## src/rtl/din_irq_pkg.sv

```systemverilog
// Shared definitions for the digital input interrupt controller.
// Assumes a 3-bit register address space.
package din_irq_pkg;
    typedef enum logic [2:0] {
        A_PEND  = 3'd0,
        A_ENA   = 3'd1,
        A_MODE  = 3'd2,
        A_LEVEL = 3'd3,
        A_VEC   = 3'd4
    } reg_addr_e;
endpackage

```

## src/rtl/din_sync.sv

```systemverilog
// Two-flop synchronizer for each input channel.
// Assumes: inputs are asynchronous to clk; the reset value is 0.
module din_sync #(
    parameter int NCH = 8
) (
    input  logic           clk,
    input  logic           rst_n,
    input  logic [NCH-1:0] din,
    output logic [NCH-1:0] dsync
);
    genvar g;
    generate
        for (g = 0; g < NCH; g++) begin : g_ch
            logic meta_q, sync_q;
            // Two-stage capture of one channel.
            always_ff @(posedge clk) begin
                if (!rst_n) begin
                    meta_q <= 1'b0;
                    sync_q <= 1'b0;
                end else begin
                    meta_q <= din[g];
                    sync_q <= meta_q;
                end
            end
            assign dsync[g] = sync_q;
        end
    endgenerate
endmodule

```

## src/rtl/din_detect.sv

```systemverilog
// Per-channel event detection. Edge channels compare the current synchronized
// sample with the previous one. Level channels compare the sample with the
// programmed level. Results are gated by the enable bits.
// Assumes: dsync is already synchronous to clk.
module din_detect #(
    parameter int NCH = 8
) (
    input  logic           clk,
    input  logic           rst_n,
    input  logic [NCH-1:0] dsync,
    input  logic [NCH-1:0] enable,
    input  logic [NCH-1:0] mode,
    input  logic [NCH-1:0] level,
    output logic [NCH-1:0] evt
);
    logic [NCH-1:0] prev_q;

    // Holds the previous synchronized sample for edge detection.
    always_ff @(posedge clk) begin
        if (!rst_n) prev_q <= '0;
        else        prev_q <= dsync;
    end

    genvar g;
    generate
        for (g = 0; g < NCH; g++) begin : g_ch
            logic edge_hit, level_hit;
            assign edge_hit  = dsync[g] ^ prev_q[g];
            assign level_hit = ~(dsync[g] ^ level[g]);
            // Selects the detection mode of this channel.
            always_comb begin
                evt[g] = enable[g] & (mode[g] ? edge_hit : level_hit);
            end
        end
    endgenerate
endmodule

```

## src/rtl/din_irq_regs.sv

```systemverilog
// Register file: enable, mode, level, vector, and write-one-to-clear pending
// bits. A new event takes priority over a clear in the same cycle.
// Assumes: VEC_W <= NCH; reads are combinational.
module din_irq_regs
    import din_irq_pkg::*;
#(
    parameter int NCH   = 8,
    parameter int VEC_W = 8
) (
    input  logic             clk,
    input  logic             rst_n,
    input  logic             wr_en,
    input  logic [2:0]       addr,
    input  logic [NCH-1:0]   wr_data,
    input  logic [NCH-1:0]   evt,
    output logic [NCH-1:0]   pend,
    output logic [NCH-1:0]   enable,
    output logic [NCH-1:0]   mode,
    output logic [NCH-1:0]   level,
    output logic [VEC_W-1:0] vec,
    output logic [NCH-1:0]   rd_data
);
    logic [NCH-1:0] clr;

    // Decodes the clear mask of a write to the pending register.
    always_comb begin
        clr = (wr_en && addr == A_PEND) ? wr_data : '0;
    end

    // Updates the pending bits: keep, clear on write-one, set on event.
    always_ff @(posedge clk) begin
        if (!rst_n) pend <= '0;
        else        pend <= (pend & ~clr) | evt;
    end

    // Writes the configuration registers.
    always_ff @(posedge clk) begin
        if (!rst_n) begin
            enable <= '0;
            mode   <= '0;
            level  <= '0;
            vec    <= '0;
        end else if (wr_en) begin
            case (addr)
                A_ENA:   enable <= wr_data;
                A_MODE:  mode   <= wr_data;
                A_LEVEL: level  <= wr_data;
                A_VEC:   vec    <= wr_data[VEC_W-1:0];
                default: ;
            endcase
        end
    end

    // Read multiplexer.
    always_comb begin
        case (addr)
            A_PEND:  rd_data = pend;
            A_ENA:   rd_data = enable;
            A_MODE:  rd_data = mode;
            A_LEVEL: rd_data = level;
            A_VEC:   rd_data = NCH'(vec);
            default: rd_data = '0;
        endcase
    end

    AST_CLEAR_TAKES: assert property (@(posedge clk) disable iff (!rst_n)
        ((pend & $past(clr) & ~$past(evt)) == '0));
    AST_NO_SPURIOUS_DROP: assert property (@(posedge clk) disable iff (!rst_n)
        ((~pend & $past(pend) & ~$past(clr)) == '0));
    AST_EVENT_SETS: assert property (@(posedge clk) disable iff (!rst_n)
        ((~pend & $past(evt)) == '0));
    AST_SET_NEEDS_ENABLE: assert property (@(posedge clk) disable iff (!rst_n)
        ((pend & ~$past(pend) & ~$past(enable)) == '0));
endmodule

```

## src/rtl/din_irq_ctrl.sv

```systemverilog
// Top level of the digital input interrupt controller: synchronizer, detector
// and register file. Drives one shared active-low request and presents the
// vector during acknowledge.
// Assumes: a single clock domain for the register port; VEC_W <= NCH.
module din_irq_ctrl #(
    parameter int NCH   = 8,
    parameter int VEC_W = 8
) (
    input  logic             clk,
    input  logic             rst_n,
    input  logic [NCH-1:0]   din,
    input  logic             wr_en,
    input  logic [2:0]       addr,
    input  logic [NCH-1:0]   wr_data,
    output logic [NCH-1:0]   rd_data,
    input  logic             iack,
    output logic [VEC_W-1:0] vec_out,
    output logic             irq_n
);
    logic [NCH-1:0]   dsync, evt, pend, enable, mode, level;
    logic [VEC_W-1:0] vec;

    din_sync #(.NCH(NCH)) u_sync (
        .clk(clk), .rst_n(rst_n), .din(din), .dsync(dsync)
    );

    din_detect #(.NCH(NCH)) u_detect (
        .clk(clk), .rst_n(rst_n), .dsync(dsync), .enable(enable),
        .mode(mode), .level(level), .evt(evt)
    );

    din_irq_regs #(.NCH(NCH), .VEC_W(VEC_W)) u_regs (
        .clk(clk), .rst_n(rst_n), .wr_en(wr_en), .addr(addr),
        .wr_data(wr_data), .evt(evt), .pend(pend), .enable(enable),
        .mode(mode), .level(level), .vec(vec), .rd_data(rd_data)
    );

    // Forms the shared request and the acknowledge vector.
    always_comb begin
        irq_n   = ~(|(pend & enable));
        vec_out = iack ? vec : '0;
    end

    AST_RELEASE_BY_WRITE: assert property (@(posedge clk) disable iff (!rst_n)
        $rose(irq_n) |-> $past(wr_en));
    AST_REQ_HAS_CAUSE: assert property (@(posedge clk) disable iff (!rst_n)
        $fell(irq_n) |-> ($past(evt) != '0 || $past(wr_en)));
endmodule

```

## config.mk

```make
export PLATFORM = sky130hd
export DESIGN_NAME = din_irq_ctrl
export DESIGN_NICKNAME = d
export VERILOG_FILES = /design/src/rtl/din_irq_pkg.sv /design/src/rtl/din_sync.sv /design/src/rtl/din_detect.sv /design/src/rtl/din_irq_regs.sv /design/src/rtl/din_irq_ctrl.sv
export SDC_FILE = /design/constraint.sdc
export NUM_CORES = 1
export LEC_CHECK = 0
export BUFFER_PORTS_ARGS = -buffer_cell sky130_fd_sc_hd__buf_2
export CAP_MARGIN = 10
export CORE_MARGIN = 3
export CORE_UTILIZATION = 59
export CTS_BUF_LIST = sky130_fd_sc_hd__clkbuf_4
export DETAILED_ROUTE_END_ITERATION = 16
export GPL_TIMING_DRIVEN = 0
export PLACE_DENSITY = 0.88
export REMOVE_ABC_BUFFERS = 1
export SKIP_CTS_REPAIR_TIMING = 1
export SLEW_MARGIN = 20
export SYNTH_ARGS = -nofsm -noshare
export SYNTH_HDL_FRONTEND = slang
export SYNTH_SLANG_ARGS = --single-unit
```

## constraint.sdc

```tcl
create_clock -name clk -period 1.7 [get_ports clk]
set_input_delay 0.34 -clock clk [delete_from_list [all_inputs] [get_ports clk]]
set_output_delay 0.34 -clock clk [all_outputs]
set_load 0.005 [all_outputs]
```

==> key figures <==
Yosys
  – Syn Area/Cell: approximately 9.9 um2
  – Ys Warns: 0
  – Synthesized area: ~2900 um2
  – Library cells used by synthesis: 30
  – Syn Inst Count: 287
  – Synth Register Bits: 64
  – Sequential element share of the synthesized area: ~45%

Route
  – Post-route ant nets: 0
  – Drt drc: 0
  – Detailed Route WL: roughly 5.9 mm
  – DR vias/cell: 5.76
  – Iter 0 DRT Violations: around 160
  – First drt pass iteration count: 4
  – Routed WL per cell: approximately 16 um
  – Vias: approximately 2,200

Clock tree
  – CTS tree: done
  – Root Driver: clkbuf_4
  – Clock transition at path regs: 0.09 ns
  – Clock sinks: 64
  – # H-tree levels: 3
  – Worst skew pair latency: between 0.3 and 0.4 ns
  – Maximum clock path buffer count: 2
  – Cts bufs inserted: 9

Global routing
  – First-pass GRT wire length: between 8 and 9 mm
  – Number of global-route vias before repair: 1,864
  – GRT Overall Usage: a little over a fifth
  – Largest net degree at the start of global routing: 73
  – Antenna violations before repair: 0
  – GR Overflow Total: 0

Pwr
  – Total power: 0.00253 W
  – Sw Share: between 20% and 30%
  – Leakage power figure: 1.32 nW
  – Pwr Density: 788 nW/um2
  – P_sw: 0.000625 W
  – Internal: about 0.0019 W
  – Clock Power Share: around 29%
  – Peak supply drop: approximately 0.6 mV
  – Gate power share: ~9.0%
  – Flop pwr share: roughly three fifths

STA
  – Final hold violations: 0
  – Finish-stage setup viols: 0
  – Final period util: 99.1%
  – F_max: about 590 MHz
  – Tmin final: 1.68 ns
  – Clock Skews: roughly 0.0091 ns
  – Min Hold Slack: about 0.15 ns
  – RSZ-0062 raised after global routing: true
  – Setup_tns: 0 ns
  – Worst Tran Pin Value: 0.987 ns
  – Max Slew Vio Count: 0
  – Relative slew slack: between 30% and 40%

Setup path
  – Worst setup SP type: flop
  – Reg2reg start: u_regs.mode[3]
  – Arr. time, crit path: 1.34 ns
  – Worst endpoint required time: 1.36 ns
  – WS Path Type: reg2out
  – Critical path fanouts, max: 3
  – FF-to-FF setup slack: between 0.4 and 0.5 ns
  – Worst reg2reg path endpoint: u_regs.pend[3]
  – Worst-case reg-to-reg path depth: 4
  – Crit path capture type: output port

Floorplanning
  – Core ar.: roughly 4500 um2
  – Die Y: 75.5 um
  – Rows: 24
  – Die Area: approximately 5700 um2
  – Num ports: 40
  – Initial core utilization: between 60% and 70%
  – Die X-Extent: 75.5 um

Place
  – Post-DP HPWL: between 3 and 4 mm
  – Placed Area: around 3000 um2
  – Final Wtd Congestion: roughly 0.8
  – # port buffers: 39
  – Placed cells: 362

Status
  – Status: complete, no violations

Layout
  – Non-filler cells, final: between 300 and 400
  – Post-layout net count: about 350
  – Post-route design area: between 3000 and 4000 um2
  – Filler cell count: ~320
  – Layout area overhead: 12.7%
  – N_diodes: 0
  – Proportion of layout cells with a drive suffix above 1: a little over a quarter

Worst hold path
  – Hold crit path type: in2reg
  – Hold path depth: 2
  – Critical hold path startpoint: din[1]
  – Worst hold endpoint: u_sync.g_ch[1].meta_q

Job
  – Max cap viols: 0
cells by family (layout without fill, tap and decap cells):
logic type | after synthesis | count (layout) | synth area share [%]
buffers and inverters | 16 | 55 | 3.64
DFF | 64 | 64 | 44.9
and+or+nand+nor | 115 | 115 | 24.8
AOI/OAI and AO/OA | 52 | 52 | 12.4
muxes | 40 | 40 | 14.3
how the worst max path moves through the flow:
| stage | to | from |
|---|---|---|
| 3_3_place_gp | u_regs.mode[3] | addr[1] |
| 4_1_cts | rd_data[1] | addr[1] |
| 2_1_floorplan | u_regs.mode[0] | addr[1] |
| 6_report | rd_data[1] | u_regs.pend[1] |
| 3_5_place_dp | u_regs.mode[2] | addr[1] |
| 5_1_grt | rd_data[1] | u_regs.pend[1] |
power by group through the flow:
| stage | logic [W] | registers (W) | clock network (W) |
|---|---|---|---|
| final | 0.000229 | 0.00157 | 0.000737 |
| after global placement | 0.000205 | 0.00160 | 0 |
| after global routing | 0.000251 | 0.00157 | 0.000836 |
| after floorplan | 0.000109 | 0.00159 | 0 |
| after detailed placement | 0.000211 | 0.00160 | 0 |
| after CTS | 0.000212 | 0.00157 | 0.000766 |
layer usage:
layer | wire, um | track usage [%] | vias up
met5 | 0 | 0 | -
li1 | - | - | 1076
met4 | 68 | 9.90 | 0
met3 | 409 | 5.15 | 7
met1 | 2630 | 29.1 | 1024
met2 | 2790 | 30.8 | 71
layout make-up:
class | count | area, um2 | area share, %
Multi-Input combinational cell | 207 | 1540 | 47.9
Tap cell | 52 | 65.1 | 2.02
Clock buffer | 9 | 67.6 | 2.10
Timing Repair Buffer | 43 | 231 | 7.20
Clock inverter | 3 | 13.8 | 0.428
Sequential cell | 64 | 1300 | 40.4
cell usage after synthesis, drive strengths merged:
master / n / share of area [%]
dfxtp: 64 / 45
and2: 40 / 8.8
mux2i: 34 / 12
nand2: 24 / 3.2
nor2b: 24 / 5.3
o21ai: 14 / 2.5
a22oi: 10 / 2.6
buf: 9 / 2.7
nor2: 9 / 1.2
a21boi: 8 / 2.1
a21oi: 8 / 1.4
a41o: 8 / 2.8
or3: 8 / 1.8
clkbuf: 7 / 0.92
mux2: 6 / 2.4
a21o: 2 / 0.53
and4bb: 2 / 0.88
o22ai: 2 / 0.44
and4: 1 / 0.31
and4b: 1 / 0.35
nand2b: 1 / 0.22
nand4b: 1 / 0.53
nor3b: 1 / 0.44
nor4b: 1 / 0.83
nor4bb: 1 / 0.88
or2: 1 / 0.22
sequential cells by signal (all words and copies together), names as in the netlist:
signal	count
u_detect.prev_q	8
u_regs.enable	8
u_regs.level	8
u_regs.mode	8
u_regs.pend	8
u_regs.vec	8
u_sync.g_ch.meta_q	8
u_sync.g_ch.sync_q	8
per-stage QoR:
stage          utilization [%]  setup WS [ns]
2_1_floorplan                -          0.382
3_3_place_gp              66.8         -0.492
3_5_place_dp              66.8         -0.533
4_1_cts                   68.6         -0.321
5_1_grt                   71.4        -0.0655
6_report                  71.4         0.0160
cell usage in the layout, fill, tap and decap left out, drive strengths merged, types with 2 or more instances in the layout:
cell,n
clkbuf,9
buf,43
o21ai,14
mux2i,34
dfxtp,64
mux2,6
nand2,24
nor2,9
nor2b,24
a22oi,10
a21o,2
and2,40
clkinv,3
a21oi,8
a21boi,8
o22ai,2
and4bb,2
a41o,8
or3,8
critical path, cell delays in order, from the launching register on:
cell and delay [ns]:
dfxtp_2 0.34, mux2_4 0.27, a22oi_2 0.13, o21ai_2 0.08
buf_2 0.13
(Power assumes the default switching activity.)
